==> src/rtl/qme_pkg.sv <==
package qme_pkg;
   localparam int unsigned DEF_DLY_W   = 48;
   localparam int unsigned DEF_PH_W    = 64;
   localparam int unsigned DEF_FRAC_W  = 8;
   localparam int unsigned DEF_PHO_W   = 16;
   localparam int unsigned DEF_SPF     = 2048;
   localparam int unsigned NUM_COEF    = 3;

   typedef enum logic [1:0] {
      CF_CONST = 2'd0,
      CF_LIN   = 2'd1,
      CF_QUAD  = 2'd2
   } coef_idx_e;

   function automatic int unsigned cnt_width(input int unsigned depth);
      return (depth < 2) ? 1 : $clog2(depth);
   endfunction
endpackage

==> src/rtl/qme_coef_bank.sv <==
module qme_coef_bank #(
   parameter int unsigned W     = 48,
   parameter int unsigned NCOEF = 3
) (
   input  logic                        clk,
   input  logic                        rst_n,
   input  logic                        load,
   input  logic [NCOEF-1:0][W-1:0]     din,
   input  logic                        activate,
   output logic [NCOEF-1:0][W-1:0]     held,
   output logic [NCOEF-1:0][W-1:0]     active
);
   genvar gi;
   generate
      for (gi = 0; gi < NCOEF; gi++) begin : g_coef
         always_ff @(posedge clk) begin
            if (!rst_n) begin
               held[gi]   <= '0;
               active[gi] <= '0;
            end else begin
               if (activate) active[gi] <= held[gi];
               if (load)     held[gi]   <= din[gi];
            end
         end
      end
   endgenerate
endmodule

==> src/rtl/qme_fwd_diff.sv <==
module qme_fwd_diff #(
   parameter int unsigned W = 48
) (
   input  logic         clk,
   input  logic         rst_n,
   input  logic         init,
   input  logic         step,
   input  logic [W-1:0] c0,
   input  logic [W-1:0] c1,
   input  logic [W-1:0] c2,
   output logic [W-1:0] value
);
   logic [W-1:0] diff1;
   logic [W-1:0] diff2;

   assign diff2 = {c2[W-2:0], 1'b0};

   always_ff @(posedge clk) begin
      if (!rst_n) begin
         value <= '0;
         diff1 <= '0;
      end else if (init) begin
         value <= c0;
         diff1 <= c1 + c2;
      end else if (step) begin
         value <= value + diff1;
         diff1 <= diff1 + diff2;
      end
   end
endmodule

==> src/rtl/qme_frame_timer.sv <==
module qme_frame_timer #(
   parameter int unsigned SPF   = 2048,
   parameter int unsigned CNT_W = 11
) (
   input  logic             clk,
   input  logic             rst_n,
   input  logic             init,
   input  logic             step,
   output logic             frame_done,
   output logic [CNT_W-1:0] cnt
);
   localparam logic [CNT_W-1:0] LAST = CNT_W'(SPF - 1);

   assign frame_done = step && (cnt == LAST);

   always_ff @(posedge clk) begin
      if (!rst_n)          cnt <= '0;
      else if (init)       cnt <= '0;
      else if (frame_done) cnt <= '0;
      else if (step)       cnt <= cnt + 1'b1;
   end
endmodule

==> src/rtl/quad_model_eval.sv <==
module quad_model_eval #(
   parameter int unsigned DLY_W         = qme_pkg::DEF_DLY_W,
   parameter int unsigned PH_W          = qme_pkg::DEF_PH_W,
   parameter int unsigned FRAC_W        = qme_pkg::DEF_FRAC_W,
   parameter int unsigned PH_OUT_W      = qme_pkg::DEF_PHO_W,
   parameter int unsigned SAMP_PER_FFT  = qme_pkg::DEF_SPF
) (
   input  logic                      clk,
   input  logic                      rst_n,
   input  logic                      coef_load,
   input  logic [DLY_W-1:0]          dly_c0,
   input  logic [DLY_W-1:0]          dly_c1,
   input  logic [DLY_W-1:0]          dly_c2,
   input  logic [PH_W-1:0]           ph_c0,
   input  logic [PH_W-1:0]           ph_c1,
   input  logic [PH_W-1:0]           ph_c2,
   input  logic                      int_start,
   input  logic                      samp_en,
   output logic [DLY_W-FRAC_W-1:0]   dly_int,
   output logic [FRAC_W-1:0]         dly_frac,
   output logic                      dly_upd,
   output logic [PH_OUT_W-1:0]       ph_word
);
   import qme_pkg::*;

   localparam int unsigned NC    = NUM_COEF;
   localparam int unsigned CNT_W = cnt_width(SAMP_PER_FFT);
   localparam int unsigned INT_W = DLY_W - FRAC_W;

   generate
      if (FRAC_W == 0 || FRAC_W >= DLY_W) begin : g_bad_frac
         $error("FRAC_W must lie strictly between 0 and DLY_W");
      end
      if (PH_OUT_W == 0 || PH_OUT_W > PH_W) begin : g_bad_pho
         $error("PH_OUT_W must lie in 1..PH_W");
      end
      if (SAMP_PER_FFT < 2) begin : g_bad_spf
         $error("SAMP_PER_FFT must be at least 2");
      end
      if (DLY_W < 2 || PH_W < 2) begin : g_bad_w
         $error("accumulator widths must be at least 2");
      end
   endgenerate

   logic                       running;
   logic                       samp_ok;
   logic                       frame_done;
   logic [CNT_W-1:0]           fft_cnt;
   logic [NC-1:0][DLY_W-1:0]   dly_din, dly_held, dly_act;
   logic [NC-1:0][PH_W-1:0]    ph_din,  ph_held,  ph_act;
   logic [DLY_W-1:0]           dly_val;
   logic [PH_W-1:0]            ph_val;

   assign dly_din[CF_CONST] = dly_c0;
   assign dly_din[CF_LIN]   = dly_c1;
   assign dly_din[CF_QUAD]  = dly_c2;
   assign ph_din[CF_CONST]  = ph_c0;
   assign ph_din[CF_LIN]    = ph_c1;
   assign ph_din[CF_QUAD]   = ph_c2;

   // A start wins over a sample arriving in the same cycle.
   assign samp_ok = samp_en && running && !int_start;

   always_ff @(posedge clk) begin
      if (!rst_n) begin
         running <= 1'b0;
         dly_upd <= 1'b0;
      end else begin
         if (int_start) running <= 1'b1;
         dly_upd <= int_start || frame_done;
      end
   end

   qme_coef_bank #(.W(DLY_W), .NCOEF(NC)) u_dly_bank (
      .clk(clk), .rst_n(rst_n), .load(coef_load), .din(dly_din),
      .activate(int_start), .held(dly_held), .active(dly_act)
   );

   qme_coef_bank #(.W(PH_W), .NCOEF(NC)) u_ph_bank (
      .clk(clk), .rst_n(rst_n), .load(coef_load), .din(ph_din),
      .activate(int_start), .held(ph_held), .active(ph_act)
   );

   // Initial values come from the held bank, which the active bank copies on the same edge.
   qme_fwd_diff #(.W(DLY_W)) u_dly_fd (
      .clk(clk), .rst_n(rst_n), .init(int_start), .step(frame_done),
      .c0(int_start ? dly_held[CF_CONST] : dly_act[CF_CONST]),
      .c1(int_start ? dly_held[CF_LIN]   : dly_act[CF_LIN]),
      .c2(int_start ? dly_held[CF_QUAD]  : dly_act[CF_QUAD]),
      .value(dly_val)
   );

   qme_fwd_diff #(.W(PH_W)) u_ph_fd (
      .clk(clk), .rst_n(rst_n), .init(int_start), .step(samp_ok),
      .c0(int_start ? ph_held[CF_CONST] : ph_act[CF_CONST]),
      .c1(int_start ? ph_held[CF_LIN]   : ph_act[CF_LIN]),
      .c2(int_start ? ph_held[CF_QUAD]  : ph_act[CF_QUAD]),
      .value(ph_val)
   );

   qme_frame_timer #(.SPF(SAMP_PER_FFT), .CNT_W(CNT_W)) u_tmr (
      .clk(clk), .rst_n(rst_n), .init(int_start), .step(samp_ok),
      .frame_done(frame_done), .cnt(fft_cnt)
   );

   assign dly_int  = dly_val[DLY_W-1 -: INT_W];
   assign dly_frac = dly_val[FRAC_W-1:0];

   generate
      if (PH_OUT_W == PH_W) begin : g_ph_full
         assign ph_word = ph_val;
      end else begin : g_ph_top
         assign ph_word = ph_val[PH_W-1 -: PH_OUT_W];
      end
   endgenerate
endmodule

==> config.mk <==
export PLATFORM = sky130hd
export DESIGN_NAME = quad_model_eval
export DESIGN_NICKNAME = d
export VERILOG_FILES = /design/src/rtl/qme_pkg.sv /design/src/rtl/qme_coef_bank.sv /design/src/rtl/qme_fwd_diff.sv /design/src/rtl/qme_frame_timer.sv /design/src/rtl/quad_model_eval.sv
export SDC_FILE = /design/constraint.sdc
export NUM_CORES = 2
export LEC_CHECK = 0
export ABC_AREA = 1
export BUFFER_PORTS_ARGS = -buffer_cell sky130_fd_sc_hd__clkbuf_2
export CAP_MARGIN = 20
export CELL_PAD_IN_SITES_DETAIL_PLACEMENT = 0
export CELL_PAD_IN_SITES_GLOBAL_PLACEMENT = 1
export CORE_UTILIZATION = 43
export DETAILED_ROUTE_END_ITERATION = 7
export GPL_TIMING_DRIVEN = 0
export PLACE_DENSITY = 0.91
export SYNTH_ARGS = -nofsm -noshare
export SYNTH_HDL_FRONTEND = slang
export SYNTH_HIERARCHICAL = 1
export SYNTH_SLANG_ARGS = --single-unit
==> constraint.sdc <==
create_clock -name clk -period 2.7 [get_ports clk]
set_input_delay 0.135 -clock clk [delete_from_list [all_inputs] [get_ports clk]]
set_output_delay 0.135 -clock clk [all_outputs]
set_load 0.01 [all_outputs]
* Word level (Yosys, flattened, before mapping)
Index checks and enable logic that the tools add are counted.
** Storage, ports and cells
- Register bits after elaboration :: 797
- Latch bits :: 0
- Memory bits (writable) :: 0
- Memory bits (read-only) :: 0
- Input bits :: 341
- Memories kept :: 0
** Cells by class
- $add $sub $neg :: 7
- $mul :: 0
- Divide/modulo/power cells :: 0
- Magnitude comparators :: 0
- Equal/unequal tests :: 1
- Shift operators :: 0
- Multiplexer cells :: 12
- Bitwise gates (word level) :: 1
- Reduce and logical (&&, ||, !) cells :: 8
** Operators with widths (count)
- $mux 64 :: 6
- $mux 48 :: 6
- $add 64x64->64 :: 3
- $add 48x48->48 :: 3
- $add 11x1->11 const B :: 1
- $eq 11x11->1 const B :: 1
- $reduce_bool 2->1 :: 2
- $logic_and 1x1->1 :: 3
- $reduce_or 3->1 :: 1
- $logic_not 1->1 :: 1
- $logic_or 1x1->1 :: 1
- $not 1->1 :: 1

* Logic depth before layout (Yosys ltp)
- Word-level depth :: 5
- Gate-level depth with buffers :: 24
- Mapped depth without buffers :: 20

* Hierarchy
The synthesis kept the hierarchy.
** Modules (own cells, without submodules)
- qme_fwd_diff (u_ph_fd) :: times used 1, cells an instance 4013, area an instance 21086.5 um^2
- qme_coef_bank (u_ph_bank) :: times used 1, cells an instance 2433, area an instance 15906.5 um^2
- qme_fwd_diff (u_dly_fd) :: times used 1, cells an instance 2825, area an instance 15155.8 um^2
- qme_coef_bank (u_dly_bank) :: times used 1, cells an instance 1824, area an instance 11960.2 um^2
- quad_model_eval :: times used 1, cells an instance 1093, area an instance 4297.9 um^2
- qme_frame_timer :: times used 1, cells an instance 78, area an instance 564.3 um^2

* Worst setup path before layout
No wires, ideal clock.
- Kind :: input to register
- From :: input port int_start
- To :: register u_ph_fd.diff1[54]
- Library setup time :: 0.114 ns
- Arrival :: 2.355 ns
- Required time :: 2.586 ns
- Setup slack :: 0.231 ns
- Cell stages on the path :: 21
- Path buffers :: 4
- Path through :: buf_2 -> inv_2 -> buf_4 -> buf_6 -> buf_6 -> nand2_1 -> nand2_1 -> ha_1 -> fa_1 -> nand3_1 -> nand3_2 -> nand2_1 -> nand2_1 -> nand2_1 -> nand2_2 -> nand2_1 -> nand2_2 -> nand2_1 -> nand4_1 -> a21oi_1 -> nor2_1
** On the way
- Word-level cells in the longest chain between the ends :: 4
** Ends and longest elaborated chain
- start: declaration :: line quad_model_eval.sv:17 : input logic int_start,
- $mux 64
- $add 64x64->64 :: line qme_fwd_diff.sv:27 : diff1 <= diff1 + diff2;
- $mux 64 :: line qme_fwd_diff.sv:25 : end else if (step) begin
- $mux 64 :: line qme_fwd_diff.sv:22 : end else if (init) begin
- end signal: assignment :: line qme_fwd_diff.sv:24 : diff1 <= c1 + c2;
- end signal: assignment :: line qme_fwd_diff.sv:27
- end: declaration :: line qme_fwd_diff.sv:13 : logic [W-1:0] diff1;
Parallel ways exist; a longest one is shown, timed or not. The select of a mux whose other input is x is not followed.
A chain may end at the register's enable or synchronous reset.

* Worst setup path in the final report
- From :: register running
- To :: register u_ph_fd.value[36]
** On the way
- Word-level cells in the longest chain between the ends :: 3
** Ends and longest elaborated chain
- start: declaration :: line quad_model_eval.sv:45 : logic running;
- start signal: assignment :: line quad_model_eval.sv:66 : running <= 1'b0;
- start signal: assignment :: line quad_model_eval.sv:69 : if (int_start) running <= 1'b1;
- $logic_and 1x1->1 (2 in a row) :: line quad_model_eval.sv:62 : assign samp_ok = samp_en && running && !int_start;
- via samp_ok :: line quad_model_eval.sv:46 : logic samp_ok;
- $reduce_bool 2->1 (no source line)
- end signal: assignment :: line qme_fwd_diff.sv:26 : value <= value + diff1;
- end: declaration :: line qme_fwd_diff.sv:11 : output logic [W-1:0] value
The timed path passes the listed nets, and every way through them passes these cells.

==> results.py <==
metrics = {
    "timing": {
        "timing.final.setup_violations": 19,
        "setup_repair_after_global_routing_missed_its_margin": "yes",
        "post-route-min-period_ps": 2766,
        "worstMarginPinSlew_ps": 1051,
        "max_freq_mhz": 361.5,
        "min_period_over_period": 1.024,
        "hold_violations_final": 0,
        "maximum_clock_skew_at_final_layout_ps": 24.63,
        "final_layout_setup_total_negative_slack_ps": -480.2,
        "final.setup.worst_slack_ps": -65.91,
        "fin_worst_hold_slack_ps": 48.39,
        "timing.final.max_slew_violations": 0,
        "slew-limit-headroom": 0.2995,
    },
    "floorplanning": {
        "die_width_um": 402.5,
        "area_of_the_core_mm2": 0.1587,
        "floorplan.initialDensity": 0.4345,
        "floorplan.io_pins": 406,
        "floorplan.die_area_mm2": 0.1620,
        "die_h_um": 402.5,
        "placementRows": 146,
    },
    "setup_path": {
        "slowest_delay_ps": 610,
        "cp_num_buf_inv": 3,
        "critical_path_required_ps": 3380,
        "worstPathMaxFanout": 10,
        "startpoint_type": "register",
        "dominant_cell_type_by_count_on_the_critical_path": "sky130_fd_sc_hd__buf_2",
        "critical_path_arrival_ps": 3450,
        "r2r_setup_slack_ps": -70,
        "timing.critical_path.cells": "nand2_1 > nor2_4 > buf_2 > nor2_1 > buf_2 > clkbuf_1 > a22oi_1 > a21oi_1",
        "timing.critical_path.to_type": "register",
        "worstSetupPathType": "reg2reg",
        "worst_path_dominant_cell_family": "buffers and inverters",
        "critical_path.slowest_cell": "sky130_fd_sc_hd__clkbuf_1",
    },
    "clocking": {
        "cts.reportedPaths.clkPinSlew_ps": 60,
        "cts_root_buffer": "sky130_fd_sc_hd__clkbuf_16",
        "clock_sinks": 909,
        "cts_buffers": 108,
        "cts-htree-levels": 3,
        "worst_skew_pair.late_latency_ps": 770,
        "clock_tree.buffer_depth": 3,
        "tritoncts": "done",
    },
    "power": {
        "switching_component_of_the_power_w": 0.01362,
        "switch_share": 0.3386,
        "p_seq_frac": 0.378,
        "combinationalPowerShare": 0.241,
        "power_leakage_nw": 45.33,
        "max-vdd-ir-drop_mv": 0.4927,
        "power.share.clock": 0.381,
        "power-per-cell-area_mw_per_mm2": 486.0,
        "cellInternalPower_w": 0.02661,
    },
    "global_route": {
        "grt_pass1_vias": 71950,
        "globalRouteTotalUtil": 0.3633,
        "maximum_number_of_pins_on_one_net_before_global_route_repair": 16,
        "grt_antenna_before_repair": 5,
        "global_route_wire_length_before_repair_um": 442600,
        "global_route.overflow_total": 0,
    },
    "yosys": {
        "ys_seq_elements": 909,
        "synth_edf_count": 0,
        "netlist_instances": 12270,
        "synth_sequential_area_ratio": 0.2638,
        "synthFlopType": "sky130_fd_sc_hd__dfxtp_1",
        "syn_area_per_cell_um2": 5.623,
        "netlist-cell-type-count": 55,
        "synthesis.area_mm2": 0.06897,
        "postSynthNetCount": 12940,
        "async_flop_share": 0,
        "synth-warning-count": 6,
    },
    "status": {
        "violations": "negative setup slack",
        "outcome": "finished with violations",
    },
    "cells_and_area": {
        "nFillCells": 16740,
        "most-common-layout-cells": "sky130_fd_sc_hd__nand2_1, sky130_fd_sc_hd__nor2_1, sky130_fd_sc_hd__inv_1",
        "flow.area_growth_from_synthesis_pct": 20.03,
        "layout.cells.most_common": "sky130_fd_sc_hd__nand2_1",
        "nets_finish": 13870,
        "post_route_cells_drive_above_1_share": 0.1080,
    },
    "detailed_routing": {
        "detail_route.drc_violations": 0,
        "viasPerCell": 5.024,
        "drt-wirelength-per-cell_um": 19.78,
        "num_vias": 77130,
        "detailed_router_s_first_iteration_violation_count": 6461,
        "detailedRoute.firstPassIterationCount": 6,
        "route.antenna.remaining_nets": 0,
        "routed_wl_um": 303700,
    },
    "placed_design": {
        "dpl.hpwl_um": 246800,
        "place.gp.congestion": 1.020,
        "port_buffers": 404,
        "post-place-ws_ps": -2107,
    },
    "run": {
        "max-cap-violations": 0,
    },
    "worst_hold_path": {
        "holdCritPathClass": "in2reg",
    },
}
## registers in the layout, indices dropped and copies added, names as in the netlist
register,count
u_dly_bank/held,144
u_ph_bank/held,192
u_tmr/cnt,11
u_dly_fd/value,48
u_ph_fd/diff1,64
u_ph_fd/value,64
running,1
dly_upd,1
u_dly_fd/diff1,48
u_dly_bank/active,144
u_ph_bank/active,192
## kinds of logic after synthesis
family / after synthesis / synth area share
compound gates: 1107 / 0.08845
flops: 909 / 0.2638
xor+xnor: 80 / 0.01016
fa+ha+maj: 335 / 0.06143
mux: 1 / 0.0001451
buf+inv: 2330 / 0.1439
simple gates: 7504 / 0.4321
## per-stage QoR
step / utilization / cell area [µm²] / total power (W) / instances
5_1_grt: 0.5215 / 82780 / 0.04200 / 15350
3_5_place_dp: 0.4636 / 73600 / 0.02419 / 14740
4_1_cts: 0.5144 / 81660 / 0.04004 / 15340
6_report: 0.5215 / 82790 / 0.04024 / 15350
3_3_place_gp: 0.4635 / 73590 / 0.02408 / 14740
2_1_floorplan: - / 68970 / 0.02082 / 12270
## final cells by class
| type | count | area [µm²] | area share |
|---|---|---|---|
| Multi-Input combinational cell | 9027 | 42090 | 0.5084 |
| Sequential cell | 909 | 18200 | 0.2198 |
| Inverter | 1928 | 7239 | 0.08745 |
| Timing Repair Buffer | 820 | 6155 | 0.07434 |
| Clock buffer | 148 | 3136 | 0.03787 |
| Buffer | 401 | 2844 | 0.03435 |
| Tap cell | 2072 | 2592 | 0.03132 |
| Clock inverter | 43 | 526.8 | 0.006363 |
| Antenna cell | 3 | 7.507 | 0.00009068 |
## per-layer routing
layer / part of all wire / wire length [µm] / GRT usage
met3: 0.056 / 17080 / 0.04005
met4: 0.068 / 20690 / 0.2107
met5: 0 / 0 / 0
met2: 0.46 / 140900 / 0.6216
met1: 0.41 / 125000 / 0.4399
## Yosys cell counts (4+ instances only)
cell type / instances / share of area
sky130_fd_sc_hd__a31oi_1: 56 / 0.0051
sky130_fd_sc_hd__nor4_1: 6 / 0.00054
sky130_fd_sc_hd__nor2_1: 1936 / 0.11
sky130_fd_sc_hd__buf_4: 82 / 0.0089
sky130_fd_sc_hd__o21a_1: 8 / 0.00087
sky130_fd_sc_hd__fa_1: 6 / 0.0017
sky130_fd_sc_hd__clkbuf_1: 70 / 0.0038
sky130_fd_sc_hd__nand2_2: 68 / 0.0062
sky130_fd_sc_hd__nor3_1: 40 / 0.0029
sky130_fd_sc_hd__buf_6: 90 / 0.015
sky130_fd_sc_hd__buf_1: 6 / 0.00033
sky130_fd_sc_hd__nand3_2: 25 / 0.0036
sky130_fd_sc_hd__a21oi_2: 12 / 0.0015
sky130_fd_sc_hd__inv_2: 26 / 0.0014
sky130_fd_sc_hd__o21ai_0: 286 / 0.021
sky130_fd_sc_hd__buf_2: 154 / 0.011
sky130_fd_sc_hd__xnor2_1: 14 / 0.0018
sky130_fd_sc_hd__inv_1: 1899 / 0.10
sky130_fd_sc_hd__o21bai_1: 56 / 0.0061
sky130_fd_sc_hd__nand2_1: 4813 / 0.26
sky130_fd_sc_hd__ha_1: 329 / 0.060
sky130_fd_sc_hd__nor3_2: 16 / 0.0023
sky130_fd_sc_hd__nor4_2: 7 / 0.0013
sky130_fd_sc_hd__a21boi_0: 6 / 0.00065
sky130_fd_sc_hd__dfxtp_1: 909 / 0.26
sky130_fd_sc_hd__nand3_1: 395 / 0.029
sky130_fd_sc_hd__nand3b_1: 30 / 0.0033
sky130_fd_sc_hd__a21o_1: 7 / 0.00076
sky130_fd_sc_hd__a22oi_1: 76 / 0.0083
sky130_fd_sc_hd__a21oi_1: 561 / 0.041
sky130_fd_sc_hd__nor2_2: 75 / 0.0068
sky130_fd_sc_hd__and2_1: 6 / 0.00054
sky130_fd_sc_hd__xor2_1: 66 / 0.0084
sky130_fd_sc_hd__nand4_1: 66 / 0.0060
sky130_fd_sc_hd__o21ai_1: 19 / 0.0014
sky130_fd_sc_hd__o221ai_1: 4 / 0.00051
sky130_fd_sc_hd__nor2_4: 7 / 0.0011
## power groups by stage
stage / registers, W / clock network (W) / logic (W)
2_1_floorplan: 0.0151 / 0 / 0.00574
3_3_place_gp: 0.0155 / 0 / 0.00861
3_5_place_dp: 0.0155 / 0 / 0.00870
4_1_cts: 0.0152 / 0.0155 / 0.00929
5_1_grt: 0.0153 / 0.0161 / 0.0106
6_report: 0.0152 / 0.0153 / 0.00969
## worst min-delay path, stage by stage
cell	delay, ps
sky130_fd_sc_hd__buf_6	150
sky130_fd_sc_hd__buf_2	190
sky130_fd_sc_hd__nand2_1	90
sky130_fd_sc_hd__nand2_1	80
sky130_fd_sc_hd__nor2_1	100
## path summary, 6_finish.rpt
kind | start | endpoint | cells past startpoint
setup / recovery | running | u_ph_fd/value[36] | 8
hold / removal | coef_load | u_dly_bank/held[138] | 5
setup reg to reg | running | u_ph_fd/value[36] | 8
hold reg to reg | u_ph_bank/active[76] | u_ph_bank/active[76] | 2
## repair_timing
item                       CTS  global route
buffers inserted             9             9
hold endpoints to repair   348             0
cloned                       0             0
pin swaps                    6            13
setup endpoints to repair  221           130
gates resized for setup    102           269
hold buffers               397             0
(Power assumes the default switching activity.)
